[config.mk]
export PLATFORM = sky130hd
export DESIGN_NAME = mmu_ctrl_regs
export DESIGN_NICKNAME = d
export VERILOG_FILES = /design/src/rtl/mmu_regs_pkg.sv /design/src/rtl/mmu_cmd_decode.sv /design/src/rtl/mmu_mode_fsm.sv /design/src/rtl/mmu_irq_bank.sv /design/src/rtl/mmu_ctrl_regs.sv
export SDC_FILE = /design/constraint.sdc
export NUM_CORES = 1
export LEC_CHECK = 0
export BUFFER_PORTS_ARGS = -buffer_cell sky130_fd_sc_hd__buf_2
export CORE_ASPECT_RATIO = 0.7
export CORE_MARGIN = 3
export CORE_UTILIZATION = 32
export DETAILED_ROUTE_END_ITERATION = 16
export HOLD_SLACK_MARGIN = 0.15
export PLACE_DENSITY = 0.63
export SLEW_MARGIN = 20
export SYNTH_ARGS = -nofsm -noshare
export SYNTH_HDL_FRONTEND = slang
export SYNTH_SLANG_ARGS = --single-unit
[constraint.sdc]
create_clock -name clk -period 1.9 [get_ports clk]
set_clock_uncertainty 0.15 [all_clocks]
set_input_delay 0.095 -clock clk [delete_from_list [all_inputs] [get_ports clk]]
set_output_delay 0.095 -clock clk [all_outputs]
set_load 0.01 [all_outputs]
[src/rtl/mmu_regs_pkg.sv]
package mmu_regs_pkg;

   // register byte offsets (software-visible map)
   localparam logic [7:0] OFS_DIR    = 8'h00;
   localparam logic [7:0] OFS_STAT   = 8'h04;
   localparam logic [7:0] OFS_CMD    = 8'h08;
   localparam logic [7:0] OFS_FADDR  = 8'h0C;
   localparam logic [7:0] OFS_INVLN  = 8'h10;
   localparam logic [7:0] OFS_RAW    = 8'h14;
   localparam logic [7:0] OFS_CLR    = 8'h18;
   localparam logic [7:0] OFS_MASK   = 8'h1C;
   localparam logic [7:0] OFS_MSKD   = 8'h20;
   localparam logic [7:0] OFS_GATE   = 8'h24;

   // command codes
   typedef enum logic [2:0] {
      CMD_PG_ON    = 3'd0,
      CMD_PG_OFF   = 3'd1,
      CMD_ST_ON    = 3'd2,
      CMD_ST_OFF   = 3'd3,
      CMD_INV_ALL  = 3'd4,
      CMD_FLT_DONE = 3'd5,
      CMD_HARD_RST = 3'd6
   } mmu_cmd_e;

   typedef struct packed {
      logic pg_on;
      logic pg_off;
      logic st_on;
      logic st_off;
      logic inv_all;
      logic flt_done;
      logic hard_rst;
   } cmd_strobe_t;

   // status bit positions
   localparam int unsigned ST_PAGING = 0;
   localparam int unsigned ST_FAULT  = 1;
   localparam int unsigned ST_STALL  = 2;
   localparam int unsigned ST_IDLE   = 3;
   localparam int unsigned ST_REPLAY = 4;
   localparam int unsigned ST_FWRITE = 5;
   localparam int unsigned ST_ID_LSB = 6;

   // interrupt source positions
   localparam int unsigned IRQ_FAULT = 0;
   localparam int unsigned IRQ_BUSER = 1;
   localparam int unsigned NUM_IRQ   = 2;

endpackage

[src/rtl/mmu_cmd_decode.sv]
module mmu_cmd_decode
   import mmu_regs_pkg::*;
#(
   parameter int unsigned DW = 32
) (
   input  logic          cmd_wr,
   input  logic [DW-1:0] wdata,
   output cmd_strobe_t   cmd
);
   localparam int unsigned CODE_W = 3;

   logic code_ok;
   logic [CODE_W-1:0] code;

   assign code    = wdata[CODE_W-1:0];
   // whole word must be a legal code; anything else is dropped
   assign code_ok = cmd_wr && (wdata[DW-1:CODE_W] == '0) && (code != 3'd7);

   always_comb begin
      cmd = '0;
      if (code_ok) begin
         case (mmu_cmd_e'(code))
            CMD_PG_ON    : cmd.pg_on    = 1'b1;
            CMD_PG_OFF   : cmd.pg_off   = 1'b1;
            CMD_ST_ON    : cmd.st_on    = 1'b1;
            CMD_ST_OFF   : cmd.st_off   = 1'b1;
            CMD_INV_ALL  : cmd.inv_all  = 1'b1;
            CMD_FLT_DONE : cmd.flt_done = 1'b1;
            CMD_HARD_RST : cmd.hard_rst = 1'b1;
            default      : cmd = '0;
         endcase
      end
   end
endmodule

[src/rtl/mmu_mode_fsm.sv]
module mmu_mode_fsm
   import mmu_regs_pkg::*;
#(
   parameter int unsigned VA_W = 32,
   parameter int unsigned ID_W = 5
) (
   input  logic            clk,
   input  logic            rst_n,
   input  cmd_strobe_t     cmd,
   input  logic            walker_idle_i,
   input  logic            flt_v_i,
   input  logic [VA_W-1:0] flt_addr_i,
   input  logic            flt_wr_i,
   input  logic [ID_W-1:0] flt_id_i,
   output logic            paging_q,
   output logic            stall_req_q,
   output logic            stall_act_q,
   output logic            flt_act_q,
   output logic [VA_W-1:0] flt_addr_q,
   output logic            flt_wr_q,
   output logic [ID_W-1:0] flt_id_q,
   output logic            flt_take
);
   // a fault is only taken while translating and none is outstanding
   assign flt_take = flt_v_i & paging_q & ~flt_act_q & ~cmd.hard_rst;

   always_ff @(posedge clk or negedge rst_n) begin
      if (!rst_n) begin
         paging_q    <= 1'b0;
         stall_req_q <= 1'b0;
         stall_act_q <= 1'b0;
         flt_act_q   <= 1'b0;
         flt_addr_q  <= '0;
         flt_wr_q    <= 1'b0;
         flt_id_q    <= '0;
      end else if (cmd.hard_rst) begin
         paging_q    <= 1'b0;
         stall_req_q <= 1'b0;
         stall_act_q <= 1'b0;
         flt_act_q   <= 1'b0;
         flt_addr_q  <= '0;
         flt_wr_q    <= 1'b0;
         flt_id_q    <= '0;
      end else begin
         if (cmd.pg_on)
            paging_q <= 1'b1;
         else if (cmd.pg_off)
            paging_q <= 1'b0;

         if (cmd.st_on && !flt_act_q)
            stall_req_q <= 1'b1;
         else if (cmd.st_off)
            stall_req_q <= 1'b0;

         // stall becomes visible once the walker has drained
         stall_act_q <= stall_req_q & (stall_act_q | walker_idle_i) & ~cmd.st_off;

         if (flt_take) begin
            flt_act_q  <= 1'b1;
            flt_addr_q <= flt_addr_i;
            flt_wr_q   <= flt_wr_i;
            flt_id_q   <= flt_id_i;
         end else if (cmd.flt_done) begin
            flt_act_q  <= 1'b0;
         end
      end
   end
endmodule

[src/rtl/mmu_irq_bank.sv]
module mmu_irq_bank #(
   parameter int unsigned N = 2
) (
   input  logic         clk,
   input  logic         rst_n,
   input  logic         soft_clr,
   input  logic [N-1:0] ev,
   input  logic         clr_we,
   input  logic         mask_we,
   input  logic [N-1:0] wbits,
   output logic [N-1:0] raw_q,
   output logic [N-1:0] mask_q
);
   for (genvar i = 0; i < N; i++) begin : g_src
      always_ff @(posedge clk or negedge rst_n) begin
         if (!rst_n) begin
            raw_q[i]  <= 1'b0;
            mask_q[i] <= 1'b0;
         end else if (soft_clr) begin
            raw_q[i]  <= 1'b0;
            mask_q[i] <= 1'b0;
         end else begin
            // a new event beats a clear in the same cycle
            if (ev[i])
               raw_q[i] <= 1'b1;
            else if (clr_we && wbits[i])
               raw_q[i] <= 1'b0;
            if (mask_we)
               mask_q[i] <= wbits[i];
         end
      end
   end
endmodule

[src/rtl/mmu_ctrl_regs.sv]
module mmu_ctrl_regs
   import mmu_regs_pkg::*;
#(
   parameter int unsigned AW   = 6,
   parameter int unsigned DW   = 32,
   parameter int unsigned ID_W = 5,
   parameter int unsigned PG   = 12
) (
   input  logic            clk,
   input  logic            rst_n,
   input  logic            reg_we,
   input  logic [AW-1:0]   reg_addr,
   input  logic [DW-1:0]   reg_wdata,
   output logic [DW-1:0]   reg_rdata,
   input  logic            walker_idle_i,
   input  logic            replay_empty_i,
   input  logic            flt_v_i,
   input  logic [DW-1:0]   flt_addr_i,
   input  logic            flt_wr_i,
   input  logic [ID_W-1:0] flt_id_i,
   input  logic            bus_err_i,
   output logic            irq_o,
   output logic            paging_o,
   output logic            hold_o,
   output logic [DW-1:0]   dir_base_o,
   output logic            inv_all_o,
   output logic            inv_line_o,
   output logic [DW-1:0]   inv_line_addr_o,
   output logic            flt_resume_o,
   output logic            gate_en_o
);
   localparam int unsigned HI_W = DW - PG;

   if (DW != 32) begin : g_bad_dw
      $error("mmu_ctrl_regs: DW must be 32 for the status layout");
   end
   if (ST_ID_LSB + ID_W > DW - 1) begin : g_bad_id
      $error("mmu_ctrl_regs: ID_W overlaps the stall-clear status bit");
   end
   if (AW < 6) begin : g_bad_aw
      $error("mmu_ctrl_regs: AW too small for the register map");
   end
   if (PG >= DW) begin : g_bad_pg
      $error("mmu_ctrl_regs: PG must be below DW");
   end

   // address decode
   logic hit_dir, hit_cmd, hit_invln, hit_clr, hit_mask, hit_gate;
   assign hit_dir   = reg_we && (reg_addr == AW'(OFS_DIR));
   assign hit_cmd   = reg_we && (reg_addr == AW'(OFS_CMD));
   assign hit_invln = reg_we && (reg_addr == AW'(OFS_INVLN));
   assign hit_clr   = reg_we && (reg_addr == AW'(OFS_CLR));
   assign hit_mask  = reg_we && (reg_addr == AW'(OFS_MASK));
   assign hit_gate  = reg_we && (reg_addr == AW'(OFS_GATE));

   cmd_strobe_t cmd;

   mmu_cmd_decode #(.DW(DW)) i_dec (
      .cmd_wr (hit_cmd),
      .wdata  (reg_wdata),
      .cmd    (cmd)
   );

   logic            paging, stall_req, stall_act, flt_act, flt_wr, flt_take;
   logic [DW-1:0]   flt_addr;
   logic [ID_W-1:0] flt_id;

   mmu_mode_fsm #(.VA_W(DW), .ID_W(ID_W)) i_fsm (
      .clk           (clk),
      .rst_n         (rst_n),
      .cmd           (cmd),
      .walker_idle_i (walker_idle_i),
      .flt_v_i       (flt_v_i),
      .flt_addr_i    (flt_addr_i),
      .flt_wr_i      (flt_wr_i),
      .flt_id_i      (flt_id_i),
      .paging_q      (paging),
      .stall_req_q   (stall_req),
      .stall_act_q   (stall_act),
      .flt_act_q     (flt_act),
      .flt_addr_q    (flt_addr),
      .flt_wr_q      (flt_wr),
      .flt_id_q      (flt_id),
      .flt_take      (flt_take)
   );

   logic [NUM_IRQ-1:0] irq_ev, raw, mask, masked;

   always_comb begin
      irq_ev            = '0;
      irq_ev[IRQ_FAULT] = flt_take;
      irq_ev[IRQ_BUSER] = bus_err_i & ~cmd.hard_rst;
   end

   mmu_irq_bank #(.N(NUM_IRQ)) i_irq (
      .clk      (clk),
      .rst_n    (rst_n),
      .soft_clr (cmd.hard_rst),
      .ev       (irq_ev),
      .clr_we   (hit_clr),
      .mask_we  (hit_mask),
      .wbits    (reg_wdata[NUM_IRQ-1:0]),
      .raw_q    (raw),
      .mask_q   (mask)
   );

   assign masked = raw & mask;
   assign irq_o  = |masked;

   // directory base and gating enable
   logic [HI_W-1:0] dir_hi;
   logic            gate_q;

   always_ff @(posedge clk or negedge rst_n) begin
      if (!rst_n) begin
         dir_hi <= '0;
         gate_q <= 1'b0;
      end else if (cmd.hard_rst) begin
         dir_hi <= '0;
         gate_q <= 1'b0;
      end else begin
         if (hit_dir)
            dir_hi <= reg_wdata[DW-1:PG];
         if (hit_gate)
            gate_q <= reg_wdata[0];
      end
   end

   assign dir_base_o      = {dir_hi, {PG{1'b0}}};
   assign gate_en_o       = gate_q;
   assign paging_o        = paging;
   assign hold_o          = ~paging | stall_act | flt_act;
   assign inv_all_o       = cmd.inv_all;
   assign flt_resume_o    = cmd.flt_done;
   assign inv_line_o      = hit_invln;
   assign inv_line_addr_o = {reg_wdata[DW-1:PG], {PG{1'b0}}};

   // live status word
   logic [DW-1:0] status;
   always_comb begin
      status                          = '0;
      status[ST_PAGING]               = paging;
      status[ST_FAULT]                = flt_act;
      status[ST_STALL]                = stall_act;
      status[ST_IDLE]                 = walker_idle_i;
      status[ST_REPLAY]               = replay_empty_i;
      status[ST_FWRITE]               = flt_wr;
      status[ST_ID_LSB +: ID_W]       = flt_id;
      status[DW-1]                    = ~stall_act;
   end

   // read mux
   always_comb begin
      reg_rdata = '0;
      case (reg_addr)
         AW'(OFS_DIR)   : reg_rdata = dir_base_o;
         AW'(OFS_STAT)  : reg_rdata = status;
         AW'(OFS_FADDR) : reg_rdata = flt_addr;
         AW'(OFS_RAW)   : reg_rdata = DW'(raw);
         AW'(OFS_MASK)  : reg_rdata = DW'(mask);
         AW'(OFS_MSKD)  : reg_rdata = DW'(masked);
         AW'(OFS_GATE)  : reg_rdata = DW'(gate_q);
         default        : reg_rdata = '0;
      endcase
   end
endmodule

==> out/metrics.cfg <==
[synthesis]
synthFlopType=dfrtp_1
yosysUniqueCellTypes=41
avgSynthCellArea_um2=9.66
synth-edff-count=0
async_reset_ff_share_pct=100
ys_seq_area_share_pct=44.8
syn_inst=387
yosysWarnings=0
synth_area_um2=3740
ys_ff_latch=67

[timing]
max_slew_margin_pct=56.3
maxSlewViolCount=0
fmax_mhz=529
setup_violations=0
whs_ns=-0.0106
fin_crit_ns=1.89
post-route-period-util_pct=99.5
rsz0062_at_grt=true
hold_viol_final=1
setup_tns_ns=0
tightestPinTransition_ns=0.656

[floorplanning]
dieArea_um2=13000
fp.dieW_um=135
io_pins=186
die_y_um=96.4
start_util_pct=33.3
rows=32
core_um2=11200

[clock_network]
htree_levels=3
cts_tree=built
cts_made_buffers=9
numClockSinks=67
cts_hold_buf=65
clkTransAtPathRegs_ns=0.05
cts_root_buffer=clkbuf_16
clock_latency_ns=0.32
clockBufferDepth=2

[critical_path]
cp-start-kind=input port
max_stage_delay_ns=0.54
path_cells=buf_6 > or4_4 > nor4_4 > buf_4 > and3_4 > nand3_4 > nor3_2 > buf_2
worstSetupPathType=input port to output pin
critPathSlowestCell=or4_4
r2r_start=i_fsm.paging_q
worstSetupStartpoint=reg_wdata[23]
critPathCaptureType=output pin
required_ns=1.65
worst-path-max-fanout=3
arrival_ns=1.65

[layout]
nets=699
seq_area_um2=1680
num-fill-cells=1049
multi_input_area_um2=1700
post-route-util_pct=51.3
drive_gt1_share_pct=36.8
syn2layout_area_growth_pct=53.7
diodes=0

[power]
peakVddDrop_mv=0.372
p_total_w=0.00376
p_leak_nw=3.21
p_per_area_nw_per_um2=653

[routing]
drt_first_iter_violations=268
drc_errors=0
routed-via-count=3767
ant_nets=0
vias_per_cell=4.87
drtPass1Iterations=5
drt-total-wl_um=13000
wl_per_cell_um=16.8

[global_route]
antenna_found_initial=1
track_usage_pct=19.4
grt_pass1_vias=3777
grt_pass1_wl_um=19500
globalRouteOverflowTotal=0
grt_max_degree=49

[placement]
gp_congestion=0.853
dp_hpwl_um=9050
portBuffers=161

[flow_run]
max_cap_viol_count=0

[hold_path]
hp-start=reg_wdata[2]
hold_class=input port to flip-flop

[run_status]
status=complete, but fails checks
violations=negative hold slack

## synthesized netlist by cell type (3+ instances only)
master / number / share of area [%]
dfrtp_1: 67 / 45
buf_4: 45 / 9.0
nor2_1: 45 / 4.5
mux2i_1: 40 / 11
nand2_1: 30 / 3.0
a22o_1: 29 / 6.8
a21oi_1: 25 / 3.3
nand3_1: 22 / 2.9
clkbuf_1: 20 / 2.0
buf_6: 6 / 1.8
inv_1: 5 / 0.50
nor4_1: 4 / 0.67
a31oi_1: 3 / 0.50
and3_1: 3 / 0.50
nand4_1: 3 / 0.50
nor2b_1: 3 / 0.50
nor3_1: 3 / 0.40
nor4b_1: 3 / 0.70
o21ai_0: 3 / 0.40
o31ai_1: 3 / 0.60
## per-layer routing
layer	share of wire, %	vias up	global-route usage [%]
met5	0.10	-	0
met2	49	173	32.4
met3	7.0	15	4.87
met4	1.3	2	6.04
met1	43	1816	25.0
li1	-	1761	-
## worst max-delay path: cells and delay by family
family	cells	cell delay (ns)
AND/OR/NAND/NOR	5	1.14
buffers and inverters	3	0.41
## final timing paths
kind,to,slack [ns],cells past startpoint
max,inv_all_o,0.009,8
min,i_fsm.stall_req_q,-0.01,2
max reg2reg,i_fsm.flt_id_q[3],0.42,4
min reg2reg,i_fsm.flt_addr_q[11],0.36,2
max in group asynchronous,i_fsm.flt_addr_q[18],0.84,3
min in group asynchronous,i_fsm.flt_addr_q[8],0.22,2
## report_power, final
group / internal, W / leakage, nW / switching [W] / total [W]
clock network: 0.00100 / 0.134 / 0.000603 / 0.00161
logic: 0.000297 / 2.18 / 0.000291 / 0.000588
registers: 0.00149 / 0.896 / 0.0000658 / 0.00156
total: 0.00280 / 3.21 / 0.000960 / 0.00376
## logic make-up after synthesis
group                  count (synthesis)  share of synthesized area (%)
multiplexers                          40                           10.7
other                                  1                          0.100
AO/OA/AOI/OAI                         71                           13.5
XOR/XNOR                               1                          0.234
buffers and inverters                 77                           13.5
flip-flops                            67                           44.8
AND/OR/NAND/NOR                      130                           17.2
## stage by stage
stage               instances  worst slack (ns)  cell area, um^2
floorplan                 410            0.0613             3820
global placement          692            -0.108             4760
detailed placement        692            -0.180             4760
CTS                       772           -0.0251             5730
global route              773            -0.116             5750
finish                    773           0.00948             5750
## area by class of cell
class,instances,share of cell area (%)
Clock buffer,10,3.98
Clock inverter,5,0.958
Inverter,5,0.327
Multi-Input combinational cell,266,29.5
Sequential cell,67,29.2
Tap cell,153,3.33
Timing Repair Buffer,267,32.7
## sequential cells by signal, summed over array words and instances, names as in the netlist
signal,cells
dir_hi,20
i_fsm.flt_act_q,1
i_fsm.flt_id_q,5
gate_en_o,1
i_fsm.flt_addr_q,32
i_fsm.stall_act_q,1
i_fsm.stall_req_q,1
i_irq.raw_q,2
i_irq.mask_q,2
i_fsm.flt_wr_q,1
i_fsm.paging_q,1
## layout by cell type (no fill, tap or decap), types with 3 or more instances in the layout
cell type / n
nor4_1: 4
nor2b_1: 3
nand2_1: 30
a31oi_1: 3
mux2i_1: 40
dlygate4sd3_1: 65
inv_1: 5
o31ai_1: 3
buf_4: 34
dfrtp_1: 67
nor2_1: 44
buf_12: 8
buf_2: 158
o21ai_0: 3
conb_1: 24
nand4_1: 3
a22o_1: 29
clkbuf_16: 9
nand3_1: 20
a21oi_1: 25
## timing repair
action	CTS	global route
setup endpoints to repair	2	5
endpoints found under the hold margin	134	3
buffers inserted	0	1
resized for setup	5	2
pin swaps	1	1
(Power assumes the default switching activity.)
